File: config.mk
export PLATFORM = sky130hd
export DESIGN_NAME = pmp_csr_bank
export DESIGN_NICKNAME = d
export VERILOG_FILES = /design/src/rtl/pmp_bank_pkg.sv /design/src/rtl/pmp_csr_decode.sv /design/src/rtl/pmp_cfg_entry.sv /design/src/rtl/pmp_addr_entry.sv /design/src/rtl/pmp_csr_bank.sv
export SDC_FILE = /design/constraint.sdc
export NUM_CORES = 2
export LEC_CHECK = 0
export ABC_AREA = 1
export BUFFER_PORTS_ARGS = -buffer_cell sky130_fd_sc_hd__buf_2
export CORE_AREA = 2 2 511 513
export CTS_CLUSTER_DIAMETER = 100
export DETAILED_ROUTE_END_ITERATION = 6
export DIE_AREA = 0 0 513 515
export SYNTH_ARGS = -nofsm -noshare
export SYNTH_HDL_FRONTEND = slang
export SYNTH_HIERARCHICAL = 1
export SYNTH_SLANG_ARGS = --single-unit
File: constraint.sdc
create_clock -name clk -period 2.8 [get_ports clk]
set_input_delay 0.28 -clock clk [delete_from_list [all_inputs] [get_ports clk]]
set_output_delay 0.28 -clock clk [all_outputs]
set_load 0.03 [all_outputs]
File: src/rtl/pmp_bank_pkg.sv
// Package: shared constants and types for the protection-entry register bank.
// Assumes a fixed space of sixteen entries, as given by the CSR numbering.
package pmp_bank_pkg;
    localparam int          NENT          = 16;
    localparam logic [11:0] CFG_CSR_BASE  = 12'h3A0;
    localparam logic [11:0] ADDR_CSR_BASE = 12'h3B0;
    localparam int          LOCK_BIT      = 7;
    localparam int          WIDE_ADDR_KEEP = 54;

    typedef logic [7:0] cfg_byte_t;

    // Returns the lock flag held in a configuration byte.
    function automatic logic is_locked(input cfg_byte_t b);
        return b[LOCK_BIT];
    endfunction
endpackage

File: src/rtl/pmp_csr_decode.sv
// Module: decodes a 12-bit CSR number into configuration-word and address hits.
// Assumes XLEN is 32 or 64; on 64 only even configuration indices exist.
module pmp_csr_decode
    import pmp_bank_pkg::*;
#(
    parameter int XLEN = 64
) (
    input  logic [11:0] csr,
    output logic        cfg_hit,
    output logic [1:0]  cfg_grp,
    output logic        addr_hit,
    output logic [3:0]  addr_idx
);
    localparam int STRIDE = XLEN / 32;

    logic cfg_range;

    // Classifies the CSR number into one of the two register ranges.
    always_comb begin
        cfg_range = (csr[11:2] == CFG_CSR_BASE[11:2]);
        addr_hit  = (csr[11:4] == ADDR_CSR_BASE[11:4]);
        addr_idx  = csr[3:0];
    end

    generate
        if (STRIDE == 1) begin : g_narrow
            assign cfg_hit = cfg_range;
            assign cfg_grp = csr[1:0];
        end else begin : g_wide
            assign cfg_hit = cfg_range && !csr[0];
            assign cfg_grp = {1'b0, csr[1]};
        end
    endgenerate
endmodule

File: src/rtl/pmp_cfg_entry.sv
// Module: one configuration byte with lock filtering on write.
// Assumes the lock bit position from the package; reset clears the byte.
module pmp_cfg_entry
    import pmp_bank_pkg::*;
(
    input  logic      clk,
    input  logic      rst_n,
    input  logic      we,
    input  cfg_byte_t wdata,
    output cfg_byte_t cfg_q
);
    // Holds the byte; a locked byte ignores writes.
    always_ff @(posedge clk) begin
        if (!rst_n)
            cfg_q <= '0;
        else if (we && !is_locked(cfg_q))
            cfg_q <= wdata;
    end


    locked_cfg_hold_chk: assert property (@(posedge clk) disable iff (!rst_n)
        is_locked(cfg_q) |=> $stable(cfg_q));
endmodule

File: src/rtl/pmp_addr_entry.sv
// Module: one address register, gated by its entry's lock and width-trimmed.
// Assumes XLEN is 32 or 64; on 64 only the low WIDE_ADDR_KEEP bits are kept.
module pmp_addr_entry
    import pmp_bank_pkg::*;
#(
    parameter int XLEN = 64
) (
    input  logic            clk,
    input  logic            rst_n,
    input  logic            we,
    input  logic            locked,
    input  logic [XLEN-1:0] wdata,
    output logic [XLEN-1:0] addr_q
);
    localparam int KEEP = (XLEN > WIDE_ADDR_KEEP) ? WIDE_ADDR_KEEP : XLEN;

    logic [XLEN-1:0] trimmed;

    // Zero-extends the kept low bits of the write data.
    always_comb begin
        trimmed = '0;
        trimmed[KEEP-1:0] = wdata[KEEP-1:0];
    end

    // Holds the address; dropped while the owning entry is locked.
    always_ff @(posedge clk) begin
        if (!rst_n)
            addr_q <= '0;
        else if (we && !locked)
            addr_q <= trimmed;
    end


    locked_addr_hold_chk: assert property (@(posedge clk) disable iff (!rst_n)
        locked |=> $stable(addr_q));

    generate
        if (KEEP < XLEN) begin : g_upper

            addr_upper_zero_chk: assert property (@(posedge clk) disable iff (!rst_n)
                addr_q[XLEN-1:KEEP] == '0);
        end
    endgenerate
endmodule

File: src/rtl/pmp_csr_bank.sv
// Module: top of the protection-entry register bank. Decodes the CSR write
// and read ports, steers bytes to the entries and exports all entry state.
// Assumes CSR privilege checks happen upstream; the read port is combinational.
module pmp_csr_bank
    import pmp_bank_pkg::*;
#(
    parameter int XLEN = 64
) (
    input  logic                 clk,
    input  logic                 rst_n,
    input  logic                 wr_en,
    input  logic [11:0]          wr_csr,
    input  logic [XLEN-1:0]      wr_data,
    input  logic [11:0]          rd_csr,
    output logic [XLEN-1:0]      rd_data,
    output logic [NENT*8-1:0]    cfg_out,
    output logic [NENT*XLEN-1:0] addr_out
);
    localparam int BYTES = XLEN / 8;

    logic       w_cfg_hit, w_addr_hit, r_cfg_hit, r_addr_hit;
    logic [1:0] w_grp, r_grp;
    logic [3:0] w_idx, r_idx;

    cfg_byte_t       cfg_q  [NENT];
    logic [XLEN-1:0] addr_q [NENT];

    pmp_csr_decode #(.XLEN(XLEN)) u_wdec (
        .csr(wr_csr), .cfg_hit(w_cfg_hit), .cfg_grp(w_grp),
        .addr_hit(w_addr_hit), .addr_idx(w_idx));

    pmp_csr_decode #(.XLEN(XLEN)) u_rdec (
        .csr(rd_csr), .cfg_hit(r_cfg_hit), .cfg_grp(r_grp),
        .addr_hit(r_addr_hit), .addr_idx(r_idx));

    genvar i;
    generate
        for (i = 0; i < NENT; i++) begin : g_ent
            logic cfg_we, addr_we;
            assign cfg_we  = wr_en && w_cfg_hit && (int'(w_grp) == i / BYTES);
            assign addr_we = wr_en && w_addr_hit && (int'(w_idx) == i);

            pmp_cfg_entry u_cfg (
                .clk(clk), .rst_n(rst_n), .we(cfg_we),
                .wdata(wr_data[8*(i%BYTES) +: 8]), .cfg_q(cfg_q[i]));

            pmp_addr_entry #(.XLEN(XLEN)) u_addr (
                .clk(clk), .rst_n(rst_n), .we(addr_we),
                .locked(is_locked(cfg_q[i])), .wdata(wr_data), .addr_q(addr_q[i]));

            assign cfg_out[8*i +: 8]        = cfg_q[i];
            assign addr_out[XLEN*i +: XLEN] = addr_q[i];
        end
    endgenerate

    // Selects the packed configuration word or one address for the read port.
    always_comb begin
        rd_data = '0;
        if (r_cfg_hit) begin
            for (int e = 0; e < NENT; e++)
                if (e / BYTES == int'(r_grp))
                    rd_data[8*(e%BYTES) +: 8] = cfg_q[e];
        end else if (r_addr_hit) begin
            for (int e = 0; e < NENT; e++)
                if (int'(r_idx) == e)
                    rd_data = addr_q[e];
        end
    end

    generate
        if (XLEN == 64) begin : g_odd_chk

            odd_cfg_reads_zero_chk: assert property (@(posedge clk) disable iff (!rst_n)
                (rd_csr[11:2] == CFG_CSR_BASE[11:2] && rd_csr[0]) |-> (rd_data == '0));
        end
    endgenerate


    unmapped_reads_zero_chk: assert property (@(posedge clk) disable iff (!rst_n)
        (rd_csr[11:4] != 8'h3A && rd_csr[11:4] != 8'h3B) |-> (rd_data == '0));
endmodule

Yosys cells after proc, flatten, opt, wreduce, memory -nomap -nowiden

Cells that the tools add are included.

Equal/unequal tests: 34
Mux-type cells: 34
Reductions and logical operators: 76

Operator list:

| operator            | count |
|---|---|
| $mux 64             | 17 |
| $mux 8              | 16 |
| $eq 4x4->1 const B  | 16 |
| $logic_and 1x1->1   | 54 |
| $mux 54             | 1 |
| $eq 4x3->1 const B  | 8 |
| $eq 10x8->1 const B | 2 |
| $logic_not 1->1     | 18 |
| $eq 4x2->1 const B  | 4 |
| $eq 8x6->1 const B  | 2 |
| $eq 4x1->1 const B  | 2 |
| $logic_not 4->1     | 2 |
| $logic_not 2->1     | 2 |

Bits in registers: 992
Input port bits: 91
Output and inout bits: 1216
Logic and storage cells: 176

Logic depth before layout (Yosys ltp)

Depth in word-level cells: 19
Mapped depth: 18
Depth with buffers taken out: 16

Hierarchy

The synthesis kept the hierarchy.

By module, submodules not included:

| module         | times used | cells each | area an instance (um2) | sequential area each (um2) |
|---|---|---|---|---|
| pmp_addr_entry | 16         | 360        | 2551.2                 | 1081.0 |
| pmp_csr_bank   | 1          | 2415       | 10307.4                | 0.0 |
| pmp_cfg_entry  | 16         | 50         | 346.6                  | 160.2 |
| pmp_csr_decode | 2          | 23         | 116.4                  | 0.0 |

Worst setup path after synthesis

OpenSTA, ideal clock, no wires.

Kind: in2reg
Start: in wr_csr[10]
End: reg g_ent[10].u_cfg.cfg_q[0]
Setup time: 0.064 ns
Arrival: 2.096 ns
Required time: 2.736 ns
Setup slack: 0.640 ns
Stages on the path: 12
Path buffers: 1
Cells stage by stage: inv_1 nand2_1 nor2_1 nand2_1 nor2_2 nand2_1 nor3b_1 buf_6 inv_2 nor2_4 nor2_1 nor2_1

Longest elaborated chain between the ends: 5

RTL lines:

| what                           | RTL line             | RTL |
|---|---|---|
| start: declaration             | pmp_csr_bank.sv:12   | `input logic [11:0] wr_csr,` |
| $eq 10x8->1                    | pmp_csr_decode.sv:20 | `cfg_range = (csr[11:2] == CFG_CSR_BASE[11:2]);` |
| $logic_and 1x1->1              | pmp_csr_decode.sv:30 | `assign cfg_hit = cfg_range && !csr[0];` |
| via w_cfg_hit                  | pmp_csr_bank.sv:21   | `logic w_cfg_hit, w_addr_hit, r_cfg_hit, r_addr_hit;` |
| $logic_and 1x1->1 (2 in a row) | pmp_csr_bank.sv:40   | `assign cfg_we = wr_en && w_cfg_hit && (int'(w_grp) == i / BYTES);` |
| via g_ent[10].cfg_we           | pmp_csr_bank.sv:39   | `logic cfg_we, addr_we;` |
| $logic_and 1x1->1              | pmp_cfg_entry.sv:16  | `else if (we && !is_locked(cfg_q))` |
| end signal: assignment         | pmp_cfg_entry.sv:17  | `cfg_q <= wdata;` |
| end: declaration               | pmp_cfg_entry.sv:10  | `output cfg_byte_t cfg_q` |

The timed path passes the listed nets, and every way through them passes these cells.
A chain may end at the register's enable or synchronous reset.

Final worst setup path

Start: reg g_ent[2].u_addr.addr_q[23]
End: out rd_data[23]

Longest elaborated chain between the ends: 16

RTL lines:

| what                     | RTL line             | RTL |
|---|---|---|
| start: declaration       | pmp_addr_entry.sv:13 | `output logic [XLEN-1:0] addr_q` |
| start signal: assignment | pmp_addr_entry.sv:30 | `addr_q <= trimmed;` |
| $mux 64 (14 in a row)    | pmp_csr_bank.sv:65   | `if (int'(r_idx) == e)` |
| $mux 64                  | pmp_csr_bank.sv:63   | `end else if (r_addr_hit) begin` |
| $mux 64                  | pmp_csr_bank.sv:59   | `if (r_cfg_hit) begin` |
| end: declaration         | pmp_csr_bank.sv:15   | `output logic [XLEN-1:0] rd_data,` |

No other way between the ends.

==> flow_metrics.env <==
export IMPL_status="finished, violations left"
export IMPL_violations="design-rule violations, negative setup slack"
export IMPL_slew_viol_final=0
export IMPL_cts_htree_levels=4
export IMPL_pin_count=1307
export IMPL_nets=10500
export IMPL_final_setup_viol_count=62
export IMPL_ys_warnings_count=6
export IMPL_cts_sinks=992
export IMPL_finClkSkew_ns=0.0466
export IMPL_tns_ns=-26.49
export IMPL_worstReg2RegEnd="g_ent[9].u_addr/addr_q[24]$_SDFFE_PN0P_"
export IMPL_crit_path_start="g_ent[2].u_addr/addr_q[23]$_SDFFE_PN0P_"
export IMPL_clockRootBuffer="clkbuf_16"
export IMPL_grt_max_degree=92
export IMPL_routedWlPerCell_um=27.1
export IMPL_critPathKind="flop to primary output"
export IMPL_synth_area_leaders="dfxtp_1 35%, nor2_1 14%, nand2_1 14%"
export IMPL_initial_core_util_pct=22.0
export IMPL_vias_per_cell=4.71
export IMPL_die_h_um=515
export IMPL_area_growth_pct=34.8
export IMPL_p_leak_nw=37.9
export IMPL_endpoint_kind="primary output"
export IMPL_regArea_um2=20000
export IMPL_cts_tree="done"
export IMPL_clock_latency_ns=0.79
export IMPL_dp_hpwl_mm=289
export IMPL_r2r_slack_ns=0.87
export IMPL_clk_pin_slew_worst_paths_ns=0.06
export IMPL_endpoint="rd_data[23]"
export IMPL_post_route_period_util_pct=131
export IMPL_grt_pass1_vias=58200
export IMPL_drive_gt1_share_pct=28.7
export IMPL_gp_congestion=0.984
export IMPL_drc_errors=2
export IMPL_first_pass_iters=7
export IMPL_synth_top_cell_by_area="dfxtp_1"
export IMPL_avgSynthCellArea_um2=6.31
export IMPL_grt_pass1_wl_mm=501
export IMPL_multi_input_area_um2=29700
export IMPL_cap_violations=0
export IMPL_overflow=0
export IMPL_hold_slack_ns=0.141
export IMPL_ys_seq_area_share_pct=34.9
export IMPL_fin_crit_ns=3.68
export IMPL_fmax_ghz=0.272
export IMPL_arrival_ns=3.40
export IMPL_rows=187
export IMPL_worst_pin_slew_ns=1.16
export IMPL_clockBufferDepth=3
export IMPL_antenna_found_initial=67
export IMPL_r2r_start="g_ent[9].u_cfg/cfg_q[7]$_SDFFE_PN0P_"
export IMPL_holdCritPathClass="input pin to flop"
export IMPL_drtIter0Drc=8586
export IMPL_cts_buffers=131
export IMPL_hold_viol=0
export IMPL_numPortBuffers=1146
export IMPL_die_w_um=513
export IMPL_ant_nets=0
export IMPL_die_area_um2=264000
export IMPL_yosysTopAreaCellShare_pct=34.9
export IMPL_rsz0062_at_grt="true"
export IMPL_synthesis_instances=9021
export IMPL_max_slew_margin_pct=22.9
export IMPL_grt_usage_pct=27.2
export IMPL_ir_drop_mv=0.564
export IMPL_num_fill_cells=28600
export IMPL_core_um2=259000
export IMPL_powerDensity_nw_per_um2=465
export IMPL_synth_cell_types=32
export IMPL_setup_slack_ns=-0.878
export IMPL_vias=65700
export IMPL_critPathRequiredTime_ns=2.52
export IMPL_synth_area_um2=56900
export IMPL_synth_seq_cells=992
export IMPL_critical_path_max_fanout=3
export IMPL_drt_total_wl_mm=378
export IMPL_reg2reg_depth=4
export IMPL_cp_start_kind="flop"
## stage by stage
stage          cells  utilization (%)  instance area [µm²]  power (mW)  setup slack [ns]
2_1_floorplan   9165                -                57400        16.2             0.640
3_3_place_gp   13500             26.1                67600        17.7             -1.37
3_5_place_dp   13500             26.1                67600        17.7             -1.34
4_1_cts        13800             29.2                75400        35.5            -0.965
5_1_grt        13900             29.7                76700        36.5             -1.02
6_report       13900             29.7                76700        35.7            -0.878
## registers in the layout (all words and copies together), names as in the netlist
signal               flops
g_ent.u_addr/addr_q    864
g_ent.u_cfg/cfg_q      128
## what timing repair did
item	4_1_cts	5_1_grt
endpoints found under the hold margin	41	0
hold buffers	11	0
resized for setup	751	246
pin swaps	347	365
setup endpoints to repair	64	64
setup buffers	87	47
cloned	4	2
## worst min path at each step
stage | from | end | depth (start not counted)
global route | wr_data[7] | g_ent[0].u_cfg/cfg_q[7]$_SDFFE_PN0P_ | 3
global placement | g_ent[10].u_addr/addr_q[3]$_SDFFE_PN0P_ | g_ent[10].u_addr/addr_q[3]$_SDFFE_PN0P_ | 2
floorplan | wr_data[7] | g_ent[0].u_cfg/cfg_q[7]$_SDFFE_PN0P_ | 2
CTS | wr_data[7] | g_ent[8].u_cfg/cfg_q[7]$_SDFFE_PN0P_ | 3
detailed placement | g_ent[6].u_addr/addr_q[16]$_SDFFE_PN0P_ | g_ent[6].u_addr/addr_q[16]$_SDFFE_PN0P_ | 2
finish | wr_data[35] | g_ent[4].u_addr/addr_q[35]$_SDFFE_PN0P_ | 5
## per-layer routing
metal  up-vias  track usage, %  wire [µm]
li1      29700               -          -
met1     30600            32.8     142000
met2      4426            41.8     163000
met3       944            8.07      42700
met4        12            18.2      29400
met5         -               0         80
## where the power goes
part           switching [mW]  internal, mW
Sequential            0.00309          14.1
Combinational            2.80          1.01
Clock                    7.59          10.2
## logic make-up (layout without fill, tap and decap cells)
kind of cell / count (synthesis) / count (layout) / share of synthesized area [%]
compound gates: 193 / 193 / 1.77
simple gates: 5819 / 5820 / 44.9
flops: 992 / 992 / 34.9
buf+inv: 1999 / 3305 / 18.3
other cells: 18 / 226 / 0.119
## critical path, cell delays in order (launching register included)
cell and delay [ns]:
dfxtp_4 0.36, nand2_2 0.06, nand3_2 0.06, nor2_2 0.11, nand4_1 0.43, buf_4 0.34
nor2_4 0.12, nand4_1 0.22, nor2_4 0.27, nand4_1 0.19, buf_12 0.19, nand2_4 0.05
nand2_2 0.05, buf_6 0.13
## Yosys cell counts (all sizes together)
cell and count:
a21boi 16, a21oi 109, buf 559, clkbuf 147
conb 18, dfxtp 992, inv 1293, nand2 2055
nand3 1146, nand3b 1, nand4 156, nor2 2319
nor3 14, nor3b 1, o21ai 65, o22ai 3
or2 127
## final cells by class
type                            instances  area share, %
Multi-Input combinational cell       6175           38.7
Clock inverter                         48          0.783
Clock buffer                          190           5.01
Timing Repair Buffer                 1774           17.2
Inverter                             1293           6.41
Tap cell                             3402           5.55
Sequential cell                       992           26.1
Antenna cell                           64          0.209
## cells in the final DEF, fill, tap and decap left out, drive strengths merged
cell type and count:
a21boi 16, a21oi 109, buf 1761, bufinv 6, clkbuf 192, clkinv 38
clkinvlp 4, conb 162, dfxtp 992, diode 64, dlygate4sd3 11, inv 1293
nand2 2056, nand3 1146, nand3b 1, nand4 156, nor2 2319, nor3 14
nor3b 1, o21ai 65, o22ai 3, or2 127
No activity file was read; power rests on OpenSTA's default activity.
